[src/rtl/spb_pkg.sv]
package spb_pkg;
   localparam int REG_W     = 32;
   localparam int BYTE_W    = 8;
   localparam int FLD_START = 8;
   localparam int FLD_READY = 9;
   localparam int FLD_SEL   = 10;
   localparam int LAST_BIT  = BYTE_W - 1;
endpackage

[src/rtl/spb_sck_tick.sv]
module spb_sck_tick #(
   parameter int CLK_DIV = 4
) (
   input  logic clk,
   input  logic rst_n,
   input  logic run,
   output logic tick
);
   localparam int HALF  = CLK_DIV / 2;
   localparam int CNT_W = (HALF > 1) ? $clog2(HALF) : 1;

   logic [CNT_W-1:0] cnt;

   assign tick = run && (cnt == CNT_W'(HALF - 1));

   always_ff @(posedge clk or negedge rst_n) begin
      if (!rst_n)
         cnt <= '0;
      else if (!run || tick)
         cnt <= '0;
      else
         cnt <= cnt + 1'b1;
   end
endmodule

[src/rtl/spb_shifter.sv]
module spb_shifter import spb_pkg::*; (
   input  logic              clk,
   input  logic              rst_n,
   input  logic              start,
   input  logic [BYTE_W-1:0] tx_byte,
   input  logic              tick,
   input  logic              miso,
   output logic              busy,
   output logic              sck,
   output logic              mosi,
   output logic              rx_valid,
   output logic [BYTE_W-1:0] rx_byte
);
   localparam int BC_W = $clog2(BYTE_W);

   logic [BYTE_W-1:0] tx_sr;
   logic [BYTE_W-1:0] rx_sr;
   logic [BC_W-1:0]   bit_cnt;
   logic              fin;
   logic              last_fall;

   assign last_fall = busy && !fin && tick && sck && (bit_cnt == BC_W'(LAST_BIT));
   assign rx_valid  = last_fall;
   assign rx_byte   = rx_sr;
   assign mosi      = tx_sr[BYTE_W-1];

   always_ff @(posedge clk or negedge rst_n) begin
      if (!rst_n) begin
         busy    <= 1'b0;
         sck     <= 1'b0;
         fin     <= 1'b0;
         bit_cnt <= '0;
         tx_sr   <= '0;
         rx_sr   <= '0;
      end else if (start && !busy) begin
         busy    <= 1'b1;
         sck     <= 1'b0;
         fin     <= 1'b0;
         bit_cnt <= '0;
         tx_sr   <= tx_byte;
      end else if (fin) begin
         busy <= 1'b0;
         fin  <= 1'b0;
      end else if (busy && tick) begin
         if (!sck) begin
            sck   <= 1'b1;
            rx_sr <= {rx_sr[BYTE_W-2:0], miso};
         end else begin
            sck <= 1'b0;
            if (bit_cnt == BC_W'(LAST_BIT)) begin
               fin <= 1'b1;
            end else begin
               bit_cnt <= bit_cnt + 1'b1;
               tx_sr   <= {tx_sr[BYTE_W-2:0], 1'b0};
            end
         end
      end
   end
endmodule

[src/rtl/spb_regfile.sv]
module spb_regfile import spb_pkg::*; #(
   parameter int                ADDR_W   = 12,
   parameter logic [ADDR_W-1:0] REG_ADDR = 'h090
) (
   input  logic              clk,
   input  logic              rst_n,
   input  logic [ADDR_W-1:0] bus_addr,
   input  logic              bus_we,
   input  logic [REG_W-1:0]  bus_wdata,
   input  logic              busy,
   input  logic              rx_valid,
   input  logic [BYTE_W-1:0] rx_byte,
   output logic              start,
   output logic              sel_req,
   output logic [BYTE_W-1:0] tx_byte,
   output logic [REG_W-1:0]  bus_rdata
);
   logic              hit;
   logic              wr;
   logic [BYTE_W-1:0] data_q;
   logic              unused_hi;

   assign hit       = (bus_addr == REG_ADDR);
   assign wr        = bus_we && hit;
   assign start     = wr && bus_wdata[FLD_START] && !busy;
   assign tx_byte   = bus_wdata[BYTE_W-1:0];
   assign unused_hi = ^{bus_wdata[REG_W-1:FLD_SEL+1], bus_wdata[FLD_READY]};

   always_ff @(posedge clk or negedge rst_n) begin
      if (!rst_n) begin
         sel_req <= 1'b0;
         data_q  <= '0;
      end else begin
         if (wr)
            sel_req <= bus_wdata[FLD_SEL];
         if (rx_valid)
            data_q <= rx_byte;
         else if (wr && !busy)
            data_q <= bus_wdata[BYTE_W-1:0];
      end
   end

   always_comb begin
      bus_rdata = '0;
      if (hit) begin
         bus_rdata[FLD_SEL]      = sel_req;
         bus_rdata[FLD_READY]    = !busy;
         bus_rdata[BYTE_W-1:0]   = data_q;
      end
   end
endmodule

[src/rtl/spi_byte_port.sv]
module spi_byte_port import spb_pkg::*; #(
   parameter int                ADDR_W     = 12,
   parameter logic [ADDR_W-1:0] BLOCK_BASE = 'h080,
   parameter logic [ADDR_W-1:0] REG_OFFSET = 'h010,
   parameter int                CLK_DIV    = 4
) (
   input  logic              clk,
   input  logic              rst_n,
   input  logic [ADDR_W-1:0] bus_addr,
   input  logic              bus_we,
   input  logic [31:0]       bus_wdata,
   output logic [31:0]       bus_rdata,
   output logic              spi_sck,
   output logic              spi_mosi,
   input  logic              spi_miso,
   output logic              spi_cs_n
);
   localparam logic [ADDR_W-1:0] REG_ADDR = BLOCK_BASE + REG_OFFSET;

   generate
      if (CLK_DIV < 2 || (CLK_DIV % 2) != 0) begin : g_bad_div
         $error("CLK_DIV must be even and at least 2");
      end
      if (ADDR_W < 8) begin : g_bad_addr
         $error("ADDR_W too narrow for the register address");
      end
   endgenerate

   logic              xfer_start;
   logic              xfer_busy;
   logic              sel_req;
   logic              tick;
   logic              rx_valid;
   logic [BYTE_W-1:0] tx_byte;
   logic [BYTE_W-1:0] rx_byte;

   spb_regfile #(.ADDR_W(ADDR_W), .REG_ADDR(REG_ADDR)) u_regs (
      .clk(clk), .rst_n(rst_n), .bus_addr(bus_addr), .bus_we(bus_we),
      .bus_wdata(bus_wdata), .busy(xfer_busy), .rx_valid(rx_valid),
      .rx_byte(rx_byte), .start(xfer_start), .sel_req(sel_req),
      .tx_byte(tx_byte), .bus_rdata(bus_rdata)
   );

   spb_sck_tick #(.CLK_DIV(CLK_DIV)) u_tick (
      .clk(clk), .rst_n(rst_n), .run(xfer_busy), .tick(tick)
   );

   spb_shifter u_shift (
      .clk(clk), .rst_n(rst_n), .start(xfer_start), .tx_byte(tx_byte),
      .tick(tick), .miso(spi_miso), .busy(xfer_busy), .sck(spi_sck),
      .mosi(spi_mosi), .rx_valid(rx_valid), .rx_byte(rx_byte)
   );

   assign spi_cs_n = !sel_req;
endmodule

[config.mk]
export PLATFORM = sky130hd
export DESIGN_NAME = spi_byte_port
export DESIGN_NICKNAME = d
export VERILOG_FILES = /design/src/rtl/spb_pkg.sv /design/src/rtl/spb_sck_tick.sv /design/src/rtl/spb_shifter.sv /design/src/rtl/spb_regfile.sv /design/src/rtl/spi_byte_port.sv
export SDC_FILE = /design/constraint.sdc
export NUM_CORES = 1
export LEC_CHECK = 0
export ABC_AREA = 1
export BUFFER_PORTS_ARGS = -buffer_cell sky130_fd_sc_hd__buf_2
export CAP_MARGIN = 10
export CORE_MARGIN = 8
export CORE_UTILIZATION = 45
export DETAILED_ROUTE_END_ITERATION = 10
export GPL_TIMING_DRIVEN = 0
export PLACE_DENSITY_LB_ADDON = 0.1
export REMOVE_ABC_BUFFERS = 1
export SLEW_MARGIN = 10
export SYNTH_ARGS = -nofsm -noshare
export SYNTH_HDL_FRONTEND = slang
export SYNTH_SLANG_ARGS = --single-unit
[constraint.sdc]
create_clock -name clk -period 1.9 [get_ports clk]
set_input_delay 0.19 -clock clk [delete_from_list [all_inputs] [get_ports clk]]
set_output_delay 0.19 -clock clk [all_outputs]
set_load 0.03 [all_outputs]
# [Word-level counts from Yosys, hierarchy flattened]
# Index checks and enable logic that the tools add are counted.
[word_totals] register_bits=32 input_bits=48 output_inout_bits=35 elab_cells=66
[op_classes] addsub=2 eq_ne=4 mux=26 n_bitwise=3 n_reduce_logical=22
[ops] operator="$mux W8" count=8
[ops] operator="$mux W3" count=5
[ops] operator="$eq A12 B8 Y1 const B" count=1
[ops] operator="$mux W1" count=12
[ops] operator="$logic_and A1 B1 Y1" count=11
[ops] operator="$reduce_and A4 Y1" count=2
[ops] operator="$reduce_bool A2 Y1" count=4
[ops] operator="$add A3 B1 Y3 const B" count=1
[ops] operator="$eq A3 B3 Y1 const B" count=1
[ops] operator="$logic_not A1 Y1" count=3
[ops] operator="$not A1 Y1" count=3
[ops] operator="$mux W2" count=1
[ops] operator="$ne A2 B1 Y1 const B" count=1
[ops] operator="$ne A2 B2 Y1 const B" count=1
[ops] operator="$reduce_and A2 Y1" count=1
[ops] operator="$add A1 B1 Y1 const B" count=1
[ops] operator="$logic_or A1 B1 Y1" count=1

# [Depth between registers and ports, before layout]
# Gate-level depths: netlist of run 1.
[logic_depth] depth_word=7 mapped_depth=11 ltp_nobuf=10

# [Hierarchy]
# Synthesis of run 1 repeated with hierarchy kept, for this count alone.
[unflattened] hier_cells=267 area_unflattened_um2=2014.4
[by_module_without_submodules] mod="spb_shifter" instances=1 cells_per_inst=121 area_per_inst_um2=1068.5 seq_area_each_um2=550.5
[by_module_without_submodules] mod="spb_regfile" instances=1 cells_per_inst=140 area_per_inst_um2=899.6 seq_area_each_um2=225.2
[by_module_without_submodules] mod="spb_sck_tick" instances=1 cells_per_inst=5 area_per_inst_um2=42.5 seq_area_each_um2=25.0
[by_module_without_submodules] mod="spi_byte_port" instances=1 cells_per_inst=1 area_per_inst_um2=3.8 seq_area_each_um2=0.0

# [Least setup slack after synthesis of run 1]
# No wires, ideal clock.
[synth_path] kind="in2out" startpoint="in bus_addr[5]" endpoint="out bus_rdata[0]" arrival_time_ns=1.360 required_time_ns=1.710 setup_slack_ns=0.350 path_stages=7 n_path_buf=0 cell_sequence="inv_1 > nand2_1 > nor2_1 > inv_1 > nor2_4 > clkinv_1 > nor2_1"
[synth_between] elab_chain_cells=2
[synth_lines] item="from (decl)" line="spi_byte_port.sv:9" rtl="input logic [ADDR_W-1:0] bus_addr,"
[synth_lines] item="$eq A12 B8 Y1" line="spb_regfile.sv:23" rtl="assign hit = (bus_addr == REG_ADDR);"
[synth_lines] item="$mux W8" line="spb_regfile.sv:45" rtl="if (hit) begin"
[synth_lines] item="to (decl)" line="spi_byte_port.sv:12" rtl="output logic [31:0] bus_rdata,"
# No other way between the ends.

# [Final worst setup path of run 1]
[layout_path] startpoint="reg u_shift.bit_cnt[0]" endpoint="reg u_shift.bit_cnt[0]"
[layout_between] elab_chain_cells=6 word_cells_on_any_way=9 cone_classes="1 x add/sub; 2 x eq/ne; 5 x mux; 1 x reduce/logical"
[layout_lines] item="from (decl)" line="spb_shifter.sv:18" rtl="logic [BC_W-1:0] bit_cnt;"
[layout_lines] item="from (signal assigned)" line="spb_shifter.sv:53" rtl="bit_cnt <= bit_cnt + 1'b1;"
[layout_lines] item="$add A3 B1 Y3" line="spb_shifter.sv:53"
[layout_lines] item="$mux W3" line="spb_shifter.sv:50" rtl="if (bit_cnt == BC_W'(LAST_BIT)) begin"
[layout_lines] item="$mux W3" line="spb_shifter.sv:45" rtl="if (!sck) begin"
[layout_lines] item="$mux W3" line="spb_shifter.sv:44" rtl="end else if (busy && tick) begin"
[layout_lines] item="$mux W3" line="spb_shifter.sv:41" rtl="end else if (fin) begin"
[layout_lines] item="$mux W3" line="spb_shifter.sv:35" rtl="end else if (start && !busy) begin"
# Several ways; a longest one is shown, not always the timed one. The select of a mux whose other input is x is not followed.
# A chain may end at the register's enable or synchronous reset.

==> impl_metrics.csv, run 1 <==
group,metric,value,unit
status,status,"completed",
clock_tree,root_buffer,"clkbuf_8",
global_route,met1_usage,14.82,%
yosys,synth_fa_ha_area_share,1.332,%
global_route,met2_usage,20.53,%
critical_path,worst-setup-path-type,"flop to flop",
timing,final.setup_skew,0.005134,ns
yosys,syn-cell-area,0.001878,mm^2
yosys,synth_top_area_share,42.64,%
critical_path,cp_top_family,"simple AND/OR/NAND/NOR gates",
clock_tree,htree_levels,2,
timing,hold_viol,0,
pwr,power.total,1.582,mW
place,dp_slack,-0.1734,ns
routing,drt_iter0_drc,92,
finish,fin_util,53.55,%
pwr,intPower,1.201,mW
yosys,synth-compound-area-share,6.662,%
yosys,synth_cell_type_count,24,
clock_tree,cts_tree,"built",
clock_tree,cts.sink_count,32,
timing,slew_headroom,50.58,%
yosys,synth.top_cells.by_area,"dfrtp_1, nand2_1, buf_4, inv_1, nand3_1",
finish,drive_above_1_share,23.00,%
timing,rsz0062_at_grt,"no",
clock_tree,numCtsBuffers,5,
yosys,synthXorXnorAreaFrac,0,%
timing,tightest_slew,0.7413,ns
critical_path,cp.required,2.08,ns
critical_path,critPathMaxStageDelay,0.38,ns
critical_path,worstSetupStartpointType,"flop",
critical_path,end_kind,"flop",
yosys,synth_area_leader_cell,"dfrtp_1",
global_route,overflow,0,
yosys,netlist_instances,247,
hold_path,hp-class,"input port to flop",
routing,viasPerCell,4.481,
global_route,track_usage,12.73,%
pwr,p_per_area,738.7,mW/mm^2
pwr,seq_power_share,44.7,%
yosys,synthMuxAreaShare,0,%
global_route,first_global_vias,1365,
yosys,synthSimpleGateAreaFrac,29.31,%
finish,nNetsFinal,336,
timing,finalCritPeriodShare,91.63,%
clock_tree,clk_pin_slew,0.07,ns
floorplanning,rows,23,
critical_path,crit_path_cell_trace,"ha_1, ha_1, inv_1, nand3_2, clkinv_2, or2_2, nand3_1, inv_1",
floorplanning,start_util,46.95,%
routing,vias,1510,
yosys,syn_avg_cell_area,7.603,um^2
place,io_buffers,38,
pwr,power_switching,380.9,uW
finish,antennaDiodeCount,0,
routing,drt-pass1-iter-count,4,
timing,maxSlewViolCount,0,
yosys,ys_seq_elements,32,
timing,finalCriticalPeriod,1.741,ns
yosys,yosysWarnings,0,
floorplanning,chipHeight,80.60,um
clock_tree,clock_latency,0.29,ns
finish,nFillCells,426,
routing,drc,0,
global_route,antenna_found_initial,0,
critical_path,crit_buf_inv,3,
finish,areaGrowthSynthToFinish,14.06,%
global_route,busiest_layer,"met2",
pwr,switching_share,24.08,%
routing,wl_per_cell,11.91,um
place,hpwlAfterDp,2.955,mm
floorplanning,die_x,80.60,um
yosys,synth_top_family_by_area,"simple AND/OR/NAND/NOR gates",
critical_path,critPathSlowestCell,"dfrtp_1",
pwr,vdd_ir_drop_max,0.4535,mV
yosys,ys_seq_area_share,42.64,%
routing,ant_nets,0,
job,cap_violations,0,
global_route,grt_pass1_wl,6.410,mm
critical_path,cp_max_fo,11,
floorplanning,die_area,0.006496,mm^2
timing,setup_slack,0.1590,ns
timing,setup_violations,0,
global_route,use_met3,4.576,%
timing,fmax,574.4,MHz
critical_path,cp.arrival,1.92,ns
floorplanning,io_pins,83,
routing,wl,4.015,mm
global_route,grt_max_degree,33,
clock_tree,clock_path_buffers,2,
pwr,p_clk_share,45.6,%
place,gp_congestion,0.7503,
pwr,combPwrFrac,9.7,%
floorplanning,core,0.004000,mm^2
pwr,p_leak,1.276,nW
-- power by group through the flow --
stage | logic [mW] | registers [mW] | clock network [mW]
finish | 0.153 | 0.707 | 0.722
global route | 0.172 | 0.708 | 0.760
CTS | 0.152 | 0.708 | 0.733
detailed placement | 0.150 | 0.721 | 0
global placement | 0.149 | 0.720 | 0
floorplan | 0.100 | 0.719 | 0
-- cells in the final DEF, fill, tap and decap left out, drive strengths merged --
| cell | instances |
|---|---|
| buf | 38 |
| nand3 | 23 |
| o21ai | 18 |
| nand4 | 9 |
| ha | 2 |
| nand2 | 69 |
| bufinv | 1 |
| dfrtp | 32 |
| clkinvlp | 1 |
| inv | 38 |
| a21oi | 1 |
| conb | 22 |
| clkinv | 2 |
| nor2 | 21 |
| or2 | 2 |
| dlygate4sd3 | 1 |
| clkbuf | 7 |
-- worst register-to-register path, cell delays in order (launching register included) --
cell and delay [ns]:
dfrtp_1 0.38, ha_1 0.17, ha_1 0.19, inv_1 0.09, nand3_2 0.21, clkinv_2 0.18, or2_2 0.30, nand3_1 0.07
inv_1 0.05
-- kinds of logic (layout without fill, tap and decap cells) --
group,Yosys count,after routing
and+or+nand+nor,124,124
AOI/OAI and AO/OA,19,19
buffers and inverters,69,88
other,1,22
DFF,32,32
adders and majority gates,2,2
-- synthesized netlist by cell type (all sizes together) --
cell / count
ha: 2
clkinv: 3
conb: 1
inv: 38
nor2: 21
nand4: 9
a21oi: 1
buf: 28
nand3: 23
o21ai: 18
nand2: 69
or2: 2
dfrtp: 32
-- what timing repair did --
action / CTS / global route
buffers inserted: 0 / 0
hold buffers: 1 / 0
gates resized for setup: 2 / 3
endpoints found under the hold margin: 32 / 0
endpoints found under the setup margin: 1 / 18
-- stage by stage --
step	std cells	setup TNS [ns]	instance area (um^2)	hold WS (ns)
after floorplan	240	0	1738	-0.1056
after global placement	328	-0.1284	1991	0.2919
after detailed placement	328	-0.1734	1991	0.2895
after CTS	337	0	2133	0.1319
after global routing	337	0	2142	0.1419
final	337	0	2142	0.1353
-- layout make-up --
type | instances | area, um^2 | area share [%]
Clock buffer | 7 | 96.34 | 4.498
Clock inverter | 1 | 30.03 | 1.402
Inverter | 41 | 158.9 | 7.418
Multi-Input combinational cell | 167 | 793.3 | 37.03
Sequential cell | 32 | 800.8 | 37.38
Tap cell | 50 | 62.56 | 2.921
Timing Repair Buffer | 39 | 200.2 | 9.346
-- routing by layer --
| layer | up-vias | routed length (um) | share of wire [%] |
|---|---|---|---|
| met5 | - | 0 | 0 |
| met4 | 0 | 53 | 1.3 |
| met3 | 6 | 450 | 11 |
| met2 | 51 | 1753 | 44 |
| met1 | 659 | 1758 | 44 |
| li1 | 794 | - | - |
-- flip-flops by register name (all words and copies together) (netlist names) --
name             flops
u_shift.busy         1
u_tick.cnt           1
u_shift.fin          1
u_regs.sel_req       1
u_shift.bit_cnt      3
u_shift.tx_sr        8
u_regs.data_q        8
u_shift.sck          1
u_shift.rx_byte      8
-- worst paths after layout --
kind	startpoint	to	slack (ns)	depth (start not counted)
hold / removal	spi_miso	u_shift.rx_byte[0]	0.14	3
max in group asynchronous	rst_n	u_shift.sck	0.95	2
setup / recovery	u_shift.bit_cnt[0]	u_shift.bit_cnt[0]	0.16	8
setup reg to reg	u_shift.bit_cnt[0]	u_shift.bit_cnt[0]	0.16	8
min in group asynchronous	rst_n	u_regs.data_q[5]	0.49	2
hold reg to reg	u_tick.cnt	u_tick.cnt	0.44	1
Note: power is estimated with default switching activity, not from simulation.
==> run 2, diff against run 1 <==
ABC_AREA = 0   (was 1)
==> impl_metrics.csv, run 2 <==
group,metric,value,unit
clock_tree,root_buffer,"clkbuf_8",
routing,drc,0,
critical_path,end_kind,"flop",
global_route,track_usage,12.07,%
floorplanning,die_area,0.006225,mm^2
critical_path,r2r_end,"u_regs.data_q[2]",
global_route,antenna_found_initial,0,
floorplanning,io_pins,83,
timing,setup_slack,0.1321,ns
timing,rsz0062_at_grt,"no",
timing,finalCritPeriodShare,93.05,%
timing,finalCriticalPeriod,1.768,ns
routing,ant_nets,0,
clock_tree,clock_path_buffers,2,
timing,fmax,565.7,MHz
critical_path,rr_startpoint,"u_shift.bit_cnt[0]",
clock_tree,htree_levels,2,
floorplanning,chipHeight,78.90,um
global_route,grt_pass1_wl,5.954,mm
finish,antennaDiodeCount,0,
critical_path,cp_max_fo,10,
critical_path,worst-setup-path-type,"flop to flop",
yosys,syn_avg_cell_area,12.36,um^2
timing,slew_headroom,52.47,%
place,dp_slack,-0.2511,ns
global_route,overflow,0,
status,status,"completed",
yosys,ys_seq_elements,32,
timing,setup_violations,0,
yosys,synth_area_leader_cell,"dfrtp_1",
critical_path,cp.arrival,1.93,ns
yosys,yosysWarnings,0,
floorplanning,rows,23,
timing,hold_viol,0,
critical_path,worstSetupStartpointType,"flop",
yosys,synth_edf_count,0,
hold_path,hold_start,"bus_wdata[10]",
routing,vias,1139,
timing,maxSlewViolCount,0,
critical_path,reg2regPathDepth,5,
timing,finalSetupTns,0,ns
floorplanning,start_util,45.49,%
place,hpwlAfterDp,2.811,mm
job,cap_violations,0,
global_route,first_global_vias,1258,
routing,drt-pass1-iter-count,3,
timing,tightest_slew,0.7129,ns
global_route,grt_max_degree,33,
yosys,synthArstFlopShare,100.0,%
yosys,synth_ff_type,"dfrtp_1",
yosys,ys_top_cells_by_count,"dfrtp_1, buf_4, mux2_2, and2_1, mux2_4",
floorplanning,core,0.003914,mm^2
routing,viasPerCell,4.766,
finish,mostFrequentLayoutCell,"buf_2",
timing,final.setup_skew,0.003831,ns
place,gp_congestion,0.7047,
critical_path,r2r_setup_slack,0.13,ns
finish,drive_above_1_share,44.44,%
pwr,p_leak,1.068,nW
hold_path,whs_endpoint,"u_regs.sel_req",
yosys,ys_seq_area_share,44.98,%
yosys,syn-cell-area,0.001780,mm^2
floorplanning,die_x,78.90,um
yosys,synth_cell_type_count,31,
place,io_buffers,38,
pwr,vdd_ir_drop_max,0.4071,mV
clock_tree,cts.sink_count,32,
routing,drt_iter0_drc,45,
routing,wl,3.640,mm
hold_path,hp-class,"input port to flop",
yosys,synth_most_common_cell,"dfrtp_1",
clock_tree,clk_pin_slew,0.07,ns
routing,wl_per_cell,15.23,um
clock_tree,clock_latency,0.28,ns
yosys,synth.top_cells.by_area,"dfrtp_1, mux2_2, buf_4, mux2_4, and2_1",
finish,areaGrowthSynthToFinish,16.51,%
pwr,p_per_area,649.4,mW/mm^2
yosys,synth_top_area_share,44.98,%
finish,most-common-layout-cells,"buf_2, dfrtp_1, conb_1, mux2_2",
critical_path,cp.required,2.06,ns
clock_tree,cts_tree,"built",
clock_tree,numCtsBuffers,5,
hold_path,whs_path_depth,2,
yosys,netlist_instances,144,
finish,nNetsFinal,238,
[run 2: cell count changes in the layout (fill, tap and decap cells not counted), sizes merged, moves of 8 or more]
cell | before | now
nand4 | 9 | 0
mux2 | 0 | 25
inv | 38 | 3
o21ai | 18 | 4
and2 | 0 | 8
nor2 | 21 | 8
nand2 | 69 | 4
nand3 | 23 | 2
[run 2: logic make-up (layout without fill, tap and decap cells)]
logic type / Yosys count / in the layout / share of synthesized area, %
AND/OR/NAND/NOR: 34 / 34 / 14.76
flip-flops: 32 / 32 / 44.98
multiplexers: 29 / 29 / 19.75
buffers and inverters: 29 / 53 / 11.17
AO/OA/AOI/OAI: 15 / 15 / 6.746
adder cells (fa/ha/maj): 2 / 2 / 1.405
XOR/XNOR: 2 / 2 / 0.9840
other: 1 / 22 / 0.2106
[run 2: routing by layer]
layer	global-route usage, %	up-vias	part of all wire, %
met4	3.889	0	1.3
met1	13.12	561	41
met2	20.80	34	51
li1	-	537	-
met5	0	-	0
met3	5.079	7	7.1
[run 2: metrics by stage]
stage          instances  util (%)  power (mW)  instance area [um^2]  hold slack [ns]
3_5_place_dp         227     49.30      0.8250                  1929           0.2794
4_1_cts              239     52.97       1.367                  2073           0.1178
3_3_place_gp         227     49.17      0.8231                  1924           0.2760
6_report             239     53.01       1.347                  2074           0.1283
2_1_floorplan        139         -      0.7728                  1672          -0.1056
5_1_grt              239     53.01       1.408                  2074           0.1256
[run 2: final cells by class]
class / count / area, um^2
repair buffers: 42 / 235.2
fillers: 365 / 1839
clock buffers: 6 / 82.58
flip-flops and latches: 32 / 800.8
clock inverters: 2 / 10.01
multi-input cells: 104 / 872.1
well taps: 50 / 62.56
inverters: 3 / 11.26
[run 2: critical path, cell delays in order, from the launching register on]
cell and delay [ns]:
dfrtp_1 0.39, ha_1 0.21, ha_1 0.25, nand3_4 0.17, mux2_2 0.37, mux2_4 0.26
[run 2: timing repair]
| item | in CTS | in global routing |
|---|---|---|
| buffers inserted | 3 | 0 |
| hold buffers | 1 | 0 |
| gates resized for setup | 1 | 1 |
| hold endpoints to repair | 32 | 0 |
| endpoints found under the setup margin | 11 | 5 |
| pin swaps | 1 | 0 |
[run 2: power breakdown]
part           internal (mW)  switching, mW  total, mW
Sequential             0.683        0.00131      0.685
Combinational         0.0341         0.0961      0.130
Clock                  0.289          0.244      0.533
Total                   1.01          0.341       1.35
[run 2: how the worst max path moves through the flow]
stage / from / endpoint / slack [ns]
global route: u_shift.bit_cnt[0] / u_regs.data_q[2] / 0.07
floorplan: u_shift.bit_cnt[0] / u_shift.tx_sr[1] / -0.41
detailed placement: u_shift.bit_cnt[0] / u_shift.tx_sr[3] / -0.25
global placement: u_shift.bit_cnt[0] / u_shift.tx_sr[1] / -0.82
finish: u_shift.bit_cnt[0] / u_regs.data_q[2] / 0.13
CTS: u_shift.busy / u_shift.tx_sr[5] / 0.09
